$ cat config.mk
export PLATFORM = sky130hd
export DESIGN_NAME = hc_irq_aggregator
export DESIGN_NICKNAME = d
export VERILOG_FILES = /design/src/rtl/hc_irq_pkg.sv /design/src/rtl/hc_irq_status.sv /design/src/rtl/hc_irq_enable.sv /design/src/rtl/hc_irq_combine.sv /design/src/rtl/hc_irq_aggregator.sv
export SDC_FILE = /design/constraint.sdc
export NUM_CORES = 1
export LEC_CHECK = 0
export CAP_MARGIN = 15
export CORE_MARGIN = 2
export CORE_UTILIZATION = 30
export DETAILED_ROUTE_END_ITERATION = 6
export DONT_BUFFER_PORTS = 1
export RECOVER_POWER = 50
export SETUP_SLACK_MARGIN = 0.2
export SLEW_MARGIN = 20
export SYNTH_ARGS = -nofsm -noshare
export SYNTH_HDL_FRONTEND = slang
export SYNTH_SLANG_ARGS = --single-unit
$ cat constraint.sdc
create_clock -name clk -period 1.4 [get_ports clk]
set_input_delay 0 -clock clk [delete_from_list [all_inputs] [get_ports clk]]
set_output_delay 0 -clock clk [all_outputs]
set_load 0.01 [all_outputs]
$ cat src/rtl/hc_irq_pkg.sv
package hc_irq_pkg;
  localparam int SRC_N = 6;
  // deferred sources: transfer complete (0), USB error (1), async advance (5)
  localparam logic [SRC_N-1:0] DEFER_MASK = 6'b100011;

  function automatic logic is_deferred(input int idx);
    return DEFER_MASK[idx];
  endfunction

  // next status: event sets, write-1 clears, event wins
  function automatic logic [SRC_N-1:0] status_step(
    input logic [SRC_N-1:0] cur,
    input logic [SRC_N-1:0] evt,
    input logic [SRC_N-1:0] clr);
    return (cur & ~clr) | evt;
  endfunction
endpackage

$ cat src/rtl/hc_irq_status.sv
module hc_irq_status #(
  parameter int SRC_N = 6
) (
  input  logic             clk,
  input  logic             rst_n,
  input  logic [SRC_N-1:0] evt,
  input  logic [SRC_N-1:0] clr_vec,
  output logic [SRC_N-1:0] status_q,
  output logic [SRC_N-1:0] status_d
);
  import hc_irq_pkg::*;

  assign status_d = status_step(status_q, evt, clr_vec);

  always_ff @(posedge clk or negedge rst_n) begin
    if (!rst_n) status_q <= '0;
    else        status_q <= status_d;
  end

  // every pulsed bit is set one edge later
  assert_event_sets_R3: assert property (@(posedge clk) disable iff (!rst_n)
    (|evt) |=> ((status_q & $past(evt)) == $past(evt)));

  // a bit only falls after a clearing write to it
  assert_sticky_R4: assert property (@(posedge clk) disable iff (!rst_n)
    (|status_q) |=> (($past(status_q) & ~status_q & ~$past(clr_vec)) == '0));
endmodule

$ cat src/rtl/hc_irq_enable.sv
module hc_irq_enable #(
  parameter int SRC_N = 6
) (
  input  logic             clk,
  input  logic             rst_n,
  input  logic             wr_en,
  input  logic [SRC_N-1:0] wval,
  output logic [SRC_N-1:0] en_q
);
  always_ff @(posedge clk or negedge rst_n) begin
    if (!rst_n)     en_q <= '0;
    else if (wr_en) en_q <= wval;
  end

  // enable register is stable unless written
  assert_enable_hold_R2: assert property (@(posedge clk) disable iff (!rst_n)
    !wr_en |=> $stable(en_q));
endmodule

$ cat src/rtl/hc_irq_combine.sv
module hc_irq_combine #(
  parameter int SRC_N = 6
) (
  input  logic             clk,
  input  logic             rst_n,
  input  logic             tick,
  input  logic [SRC_N-1:0] status_q,
  input  logic [SRC_N-1:0] status_d,
  input  logic [SRC_N-1:0] en_q,
  output logic [SRC_N-1:0] latch_q,
  output logic             irq
);
  import hc_irq_pkg::*;

  logic [SRC_N-1:0] defer_m;
  logic [SRC_N-1:0] imm_active;
  logic [SRC_N-1:0] def_active;
  logic [SRC_N-1:0] latch_d;

  for (genvar i = 0; i < SRC_N; i++) begin : g_cls
    assign defer_m[i] = is_deferred(i);
  end

  assign latch_d    = (latch_q | (tick ? (status_q & en_q & defer_m) : '0)) & status_d;
  assign imm_active = status_q & en_q & ~defer_m;
  assign def_active = latch_q & status_q & en_q;
  assign irq        = (|imm_active) | (|def_active);

  always_ff @(posedge clk or negedge rst_n) begin
    if (!rst_n) latch_q <= '0;
    else        latch_q <= latch_d;
  end

  // a deferred source enters the latch only on a tick edge
  assert_defer_on_tick_R6: assert property (@(posedge clk) disable iff (!rst_n)
    !tick |=> ((latch_q & ~$past(latch_q)) == '0));

  // nothing but deferred sources is ever latched
  assert_latch_class_R6: assert property (@(posedge clk) disable iff (!rst_n)
    (latch_q & ~defer_m) == '0);
endmodule

$ cat src/rtl/hc_irq_aggregator.sv
module hc_irq_aggregator #(
  parameter int DATA_W      = 32,
  parameter int ADDR_W      = 2,
  parameter int STATUS_ADDR = 0,
  parameter int ENABLE_ADDR = 1
) (
  input  logic              clk,
  input  logic              rst_n,
  input  logic              reg_wr,
  input  logic [ADDR_W-1:0] reg_addr,
  input  logic [DATA_W-1:0] reg_wdata,
  output logic [DATA_W-1:0] reg_rdata,
  input  logic [hc_irq_pkg::SRC_N-1:0] evt_pulse,
  input  logic              thresh_tick,
  output logic              irq
);
  localparam int SRC_N = hc_irq_pkg::SRC_N;
  localparam int PAD_W = DATA_W - SRC_N;

  logic             sel_status;
  logic             sel_enable;
  logic [SRC_N-1:0] clr_vec;
  logic [SRC_N-1:0] status_q;
  logic [SRC_N-1:0] status_d;
  logic [SRC_N-1:0] en_q;
  logic [SRC_N-1:0] latch_q;

  assign sel_status = (reg_addr == ADDR_W'(STATUS_ADDR));
  assign sel_enable = (reg_addr == ADDR_W'(ENABLE_ADDR));
  assign clr_vec    = (reg_wr && sel_status) ? reg_wdata[SRC_N-1:0] : '0;

  hc_irq_status #(.SRC_N(SRC_N)) u_status (
    .clk(clk), .rst_n(rst_n), .evt(evt_pulse), .clr_vec(clr_vec),
    .status_q(status_q), .status_d(status_d));

  hc_irq_enable #(.SRC_N(SRC_N)) u_enable (
    .clk(clk), .rst_n(rst_n), .wr_en(reg_wr && sel_enable),
    .wval(reg_wdata[SRC_N-1:0]), .en_q(en_q));

  hc_irq_combine #(.SRC_N(SRC_N)) u_combine (
    .clk(clk), .rst_n(rst_n), .tick(thresh_tick), .status_q(status_q),
    .status_d(status_d), .en_q(en_q), .latch_q(latch_q), .irq(irq));

  always_comb begin
    if (sel_status)      reg_rdata = {{PAD_W{1'b0}}, status_q};
    else if (sel_enable) reg_rdata = {{PAD_W{1'b0}}, en_q};
    else                 reg_rdata = '0;
  end

  // irq needs at least one set and enabled source
  assert_irq_has_source_R7: assert property (@(posedge clk) disable iff (!rst_n)
    irq |-> (|(status_q & en_q)));

  // an enabled immediate source drives irq
  assert_immediate_R5: assert property (@(posedge clk) disable iff (!rst_n)
    (|(status_q & en_q & ~hc_irq_pkg::DEFER_MASK)) |-> irq);

  // an enable write never touches status unless an event or clear also arrives
  assert_enable_no_status_R8: assert property (@(posedge clk) disable iff (!rst_n)
    (reg_wr && sel_enable && evt_pulse == '0) |=> (status_q == $past(status_q)));
endmodule

==> summary.log, run 1 <==
[timing] Slew HR 53.9%
[cells_and_area] synthesis-to-finish area growth 15.9%
[route] total length of routed wires 1.86 mm
[clock_network] clock transition at the registers of the reported paths 0.09 ns
[yosys] Synth Register Bits 15
[worst_setup_path] Critical Path Fanout Max 3
[clock_network] clock tree root buffer cell sky130_fd_sc_hd__clkbuf_4
[clock_network] number of levels the H-tree was split into 1
[worst_setup_path] Setup CP Type register to output port
[floorplanning] die width 60.3 um
[route] first-pass iteration count of the detailed router 4
[yosys] cell with the most instances after synthesis sky130_fd_sc_hd__buf_4
[route] # DRC 0
[yosys] area share of the leading cell type in the synthesized netlist 39.5%
[power] cell leakage power 0.481 nW
[yosys] count of warnings emitted by yosys 0
[outcome] status complete, but fails checks
[worst_setup_path] critical path startpoint category register
[route] mean routed wirelength per cell 11.7 um
[global_routing] pin count of the biggest net entering global routing 16
[yosys] prevailing post-synth register cell sky130_fd_sc_hd__dfrtp_1
[timing] Final Setup Violations 0
[power] maximum VDD drop 0.652 mV
[worst_setup_path] critical path data required time 1.40 ns
[yosys] post-synthesis instance area 950 um^2
[yosys] mean area per synthesized cell 10.2 um^2
[placement] instance area after placement 881 um^2
[power] total design power 1.03 mW
[yosys] share of the synthesized area in compound gates (AO/OA/AOI/OAI) 12.0%
[timing] sum of negative setup slack 0 ns
[worst_setup_path] endpoint class of the critical path output port
[route] via count normalized by instance count 4.11
[yosys] ranking of synthesized cells by area sky130_fd_sc_hd__dfrtp_1 (40%), sky130_fd_sc_hd__buf_4 (21%), sky130_fd_sc_hd__mux2_2 (7.1%)
[yosys] xor/xnor share of the synthesized area 0%
[timing] clk_skew 0.00155 ns
[timing] max-slew violation count 0
[yosys] post-synthesis instance total 93
[route] Via Count 654
[timing] setup repair after global routing missed its margin yes
[cells_and_area] antenna fix cells 0
[outcome] failing checks hold timing
[job] # Max-Cap Violations 0
[cells_and_area] Final Instance Area 1100 um^2
[cells_and_area] share of cells above drive strength 1 11.3%
[global_routing] antenna violations before repair 0
[timing] post-route clock period utilization 89.4%
[placement] DP Wirelength 1.29 mm
[clock_network] clock buffer count from CTS 3
[yosys] combinational family with the most area after synthesis buffers and inverters
[placement] number of port buffers 0
[floorplanning] core region area 3030 um^2
[yosys] basic-gate share of the synthesized area counting and, or, nand and nor cells 11.7%
[clock_network] largest buffer count on any clock path 2
[timing] hold slack final -0.0217 ns
[global_routing] first-pass GRT wire length 2.99 mm
[floorplanning] die area 3630 um^2
[global_routing] Total Routing Usage GR 11.3%
[floorplanning] Initial Util 31.4%
[power] power density over the cells 934 nW/um^2
[placement] Routability Congestion 0.685
[route] DRC marker count from the first detailed-route iteration 13
[route] post-route ant nets 0
[yosys] dominant cell type by area after synthesis sky130_fd_sc_hd__dfrtp_1
[yosys] number of synthesized flops with an enable pin 0
[floorplanning] row count 20
[yosys] share of flip-flops with an asynchronous set or reset after synthesis 100%
[hold_path] path class of the lowest-slack min-delay path primary input to register
[timing] Highest Clock Rate 799 MHz
[yosys] Cell variety after synth 17
[floorplanning] top-level port count 77
[clock_network] clock latency on the worst-skew pair 0.28 ns
[yosys] top post-synthesis cells by count sky130_fd_sc_hd__buf_4 (26), sky130_fd_sc_hd__dfrtp_1 (15), sky130_fd_sc_hd__nor2_1 (9)
[timing] clock period minus final worst setup slack 1.25 ns
[global_routing] GRT Residual Overflow 0
[worst_setup_path] Arrival @ worst endpoint 1.25 ns
[timing] worst slew pin tran 0.689 ns
[clock_network] clock tree from TritonCTS done
[global_routing] number of global-route vias before repair 677
[clock_network] number of clock sinks 15
[yosys] Seq/Total Area, Yosys 39.5%
[cells_and_area] Final Net Count 160
[yosys] Post-Synth Adder-Cell Area 0%
[timing] final hold viol count 2
[floorplanning] chip height 60.3 um
[yosys] multiplexer fraction of the synthesized cell area 13.4%
[cells by family (layout without fill, tap and decap cells)]
| family | after synthesis | count (layout) |
|---|---|---|
| buffers and inverters | 28 | 25 |
| other | 1 | 26 |
| AO/OA/AOI/OAI | 17 | 17 |
| AND/OR/NAND/NOR | 20 | 20 |
| multiplexers | 12 | 12 |
| flip-flops | 15 | 15 |
[per-layer routing]
metal / wire length [um] / part of all wire (%) / up-vias / track usage, %
met2: 815 / 44 / 46 / 18.8
met3: 244 / 13 / 0 / 3.90
met5: 0 / 0 / - / 0
met4: 0 / 0 / 0 / 4.76
li1: - / - / 311 / -
met1: 800 / 43 / 297 / 13.0
[report_power, final]
part | internal [mW] | total (mW) | switching [mW]
combinational | 0.120 | 0.241 | 0.121
clock | 0.106 | 0.247 | 0.141
sequential | 0.493 | 0.541 | 0.0485
total | 0.719 | 1.03 | 0.310
[flip-flops by register name, indices dropped and copies added, names as in the netlist]
signal	cells
u_combine.latch_q	3
u_enable.en_q	6
u_status.status_q	6
[worst max-delay path: stages (launching register included)]
cell                       delay, ns
sky130_fd_sc_hd__dfrtp_1        0.41
sky130_fd_sc_hd__a222oi_1       0.35
sky130_fd_sc_hd__nand3_1        0.21
[per-stage QoR]
step | cells | worst slack [ns] | util [%]
finish | 159 | 0.148 | 36.4
global route | 159 | 0.0372 | 36.4
CTS | 160 | 0.131 | 37.1
detailed placement | 134 | 0.428 | 29.1
global placement | 134 | 0.435 | 29.1
floorplan | 118 | 0.557 | -
[final timing paths]
check,from,to,slack [ns],depth (start not counted)
setup / recovery,u_enable.en_q[3],irq,0.15,2
hold / removal,reg_addr[0],u_status.status_q[0],-0.02,3
setup reg to reg,u_enable.en_q[0],u_combine.latch_q[0],0.58,3
hold reg to reg,u_status.status_q[4],u_status.status_q[4],0.53,1
max in group asynchronous,rst_n,u_enable.en_q[3],0.77,1
min in group asynchronous,rst_n,u_combine.latch_q[0],0.19,1
[cells in the final DEF (no fill, tap or decap), types with 2 or more instances in the layout]
| cell type | count |
|---|---|
| sky130_fd_sc_hd__conb_1 | 26 |
| sky130_fd_sc_hd__a21o_1 | 6 |
| sky130_fd_sc_hd__nand2_1 | 6 |
| sky130_fd_sc_hd__a21oi_1 | 6 |
| sky130_fd_sc_hd__dlygate4sd3_1 | 19 |
| sky130_fd_sc_hd__dfrtp_1 | 15 |
| sky130_fd_sc_hd__buf_4 | 2 |
| sky130_fd_sc_hd__mux2i_1 | 6 |
| sky130_fd_sc_hd__nand3_1 | 2 |
| sky130_fd_sc_hd__nor2_1 | 9 |
| sky130_fd_sc_hd__clkbuf_4 | 3 |
| sky130_fd_sc_hd__mux2_2 | 6 |
| sky130_fd_sc_hd__o21a_1 | 3 |
[area by class of cell]
type	instances	area [um^2]
timing repair buffer	21	205
multi-input combinational	75	438
sequential	15	375
clock buffer	3	22.5
tap	44	55.1
clock inverter	1	5.00
fill	307	1930
[repair_timing]
action	4_1_cts	5_1_grt
hold endpoints to repair	30	2
hold buffers	20	1
gates resized for setup	0	0
cloned	0	0
setup buffers	2	0
endpoints found under the setup margin	1	5
pin swaps	2	0
Power figures use the tool's default switching activity.
==> inputs of run 2 (changes only) <==
--- a/config.mk
+++ b/config.mk
@@ -6,13 +6,12 @@
 export NUM_CORES = 1
 export LEC_CHECK = 0
 export CAP_MARGIN = 15
-export CORE_MARGIN = 2
 export CORE_UTILIZATION = 30
+export CTS_CLUSTER_DIAMETER = 100
 export DETAILED_ROUTE_END_ITERATION = 6
 export DONT_BUFFER_PORTS = 1
 export RECOVER_POWER = 50
 export SETUP_SLACK_MARGIN = 0.2
-export SLEW_MARGIN = 20
 export SYNTH_ARGS = -nofsm -noshare
 export SYNTH_HDL_FRONTEND = slang
 export SYNTH_SLANG_ARGS = --single-unit
==> summary.log, run 2 (same netlist as run 1, synthesis figures left out) <==
[outcome] status complete, but fails checks
[worst_setup_path] Setup CP Type register to output port
[timing] clk_skew 0.00156 ns
[clock_network] Resized Gates After CTS 0
[global_routing] global routing usage on met1 13.5%
[route] DRC marker count from the first detailed-route iteration 15
[global_routing] number of global-route vias before repair 632
[floorplanning] chip height 58.3 um
[route] Via Count 644
[global_routing] first-pass GRT wire length 2.91 mm
[clock_network] number of clock sinks 15
[clock_network] clock buffer count from CTS 3
[floorplanning] core region area 3030 um^2
[route] # DRC 0
[global_routing] met2 global-route usage 21.0%
[worst_setup_path] Critical Path Fanout Max 2
[cells_and_area] Regs by FF count u_enable.en_q (6), u_status.status_q (6), u_combine.latch_q (3)
[worst_setup_path] critical path startpoint category register
[power] power density over the cells 947 nW/um^2
[timing] clock period minus final worst setup slack 1.21 ns
[cells_and_area] commonest cells after routing, fill and taps aside sky130_fd_sc_hd__conb_1 (26), sky130_fd_sc_hd__dlygate4sd3_1 (16), sky130_fd_sc_hd__dfrtp_1 (15), sky130_fd_sc_hd__nor2_1 (9)
[route] total length of routed wires 1.75 mm
[floorplanning] row count 20
[placement] instance area after placement 881 um^2
[cells_and_area] Final Net Count 156
[timing] max-slew violation count 0
[cells_and_area] share of cells above drive strength 1 11.7%
[timing] post-route clock period utilization 86.6%
[route] via count normalized by instance count 4.15
[global_routing] most used routing layer met2
[cells_and_area] synthesis-to-finish area growth 13.3%
[power] cell leakage power 0.478 nW
[floorplanning] top-level port count 77
[clock_network] largest buffer count on any clock path 2
[placement] DP Wirelength 1.26 mm
[outcome] failing checks hold timing
[route] first-pass iteration count of the detailed router 4
[clock_network] number of levels the H-tree was split into 1
[cells_and_area] Final Instance Area 1080 um^2
[clock_network] clock transition at the registers of the reported paths 0.09 ns
[global_routing] antenna violations before repair 0
[worst_setup_path] Arrival @ worst endpoint 1.21 ns
[power] maximum VDD drop 0.549 mV
[timing] final hold viol count 4
[placement] number of port buffers 0
[job] # Max-Cap Violations 0
[clock_network] clock tree root buffer cell sky130_fd_sc_hd__clkbuf_4
[cells_and_area] most common cell after layout, fill and taps aside sky130_fd_sc_hd__conb_1
[floorplanning] die area 3390 um^2
[route] post-route ant nets 0
[timing] hold slack final -0.0328 ns
[worst_setup_path] endpoint class of the critical path output port
[cells_and_area] antenna fix cells 0
[timing] worst slew pin tran 0.684 ns
[timing] Slew HR 54.3%
[global_routing] met3 layer usage reported by global route 1.56%
[hold_path] path class of the lowest-slack min-delay path primary input to register
[clock_network] clock tree from TritonCTS done
[placement] Routability Congestion 0.665
[floorplanning] Initial Util 31.4%
[global_routing] GRT Residual Overflow 0
[floorplanning] die width 58.3 um
[global_routing] pin count of the biggest net entering global routing 16
[timing] sum of negative setup slack 0 ns
[clock_network] clock latency on the worst-skew pair 0.28 ns
[route] mean routed wirelength per cell 11.3 um
[timing] Highest Clock Rate 825 MHz
[global_routing] Total Routing Usage GR 11.6%
[timing] setup repair after global routing missed its margin yes
[timing] Final Setup Violations 0
[worst_setup_path] critical path data required time 1.40 ns
==> run 2: layout make-up <==
class	instances	area, um^2
fillers	328	1950
multi-input cells	75	450
flip-flops and latches	15	375
repair buffers	17	168
well taps	44	55.1
clock buffers	3	22.5
clock inverters	1	5.00
==> run 2: stage by stage <==
step | hold slack, ns | instances | util (%) | total power, mW | setup WS (ns)
finish | -0.0328 | 155 | 35.5 | 1.02 | 0.187
CTS | 0.000446 | 156 | 36.0 | 1.04 | 0.141
global placement | -0.295 | 134 | 29.1 | 0.727 | 0.475
floorplan | -0.296 | 118 | - | 0.769 | 0.557
global route | 0.0108 | 155 | 35.5 | 1.08 | 0.0680
detailed placement | -0.295 | 134 | 29.1 | 0.735 | 0.460
==> run 2: power breakdown <==
group	total (mW)	leakage [nW]	switching, mW	internal, mW
Clock	0.244	0.0177	0.138	0.106
Combinational	0.235	0.304	0.118	0.117
Sequential	0.540	0.157	0.0475	0.493
==> run 2: final timing paths <==
path	start	endpoint	slack, ns	cells after the start
min	reg_addr[1]	u_combine.latch_q[0]	-0.03	3
max reg2reg	u_enable.en_q[5]	u_combine.latch_q[5]	0.57	3
min in group asynchronous	rst_n	u_status.status_q[0]	0.20	1
max in group asynchronous	rst_n	u_combine.latch_q[0]	0.77	1
max	u_status.status_q[3]	irq	0.19	2
min reg2reg	u_status.status_q[2]	u_status.status_q[2]	0.52	1
==> run 2: routing by layer <==
layer / wire length, um / vias up
met1: 779 / 301
met2: 860 / 42
li1: - / 299
met4: 9 / 0
met3: 98 / 2
met5: 0 / -
==> run 2: critical path, stage by stage, from the launching register on <==
cell and delay (ns):
sky130_fd_sc_hd__dfrtp_1 0.39, sky130_fd_sc_hd__a222oi_1 0.34, sky130_fd_sc_hd__nand3_1 0.20
==> run 2: timing repair <==
action,in CTS,in global routing
buffers inserted,0,1
hold buffers,18,0
pin swaps,1,2
hold endpoints to repair,30,0
cloned,0,0
setup endpoints to repair,1,4
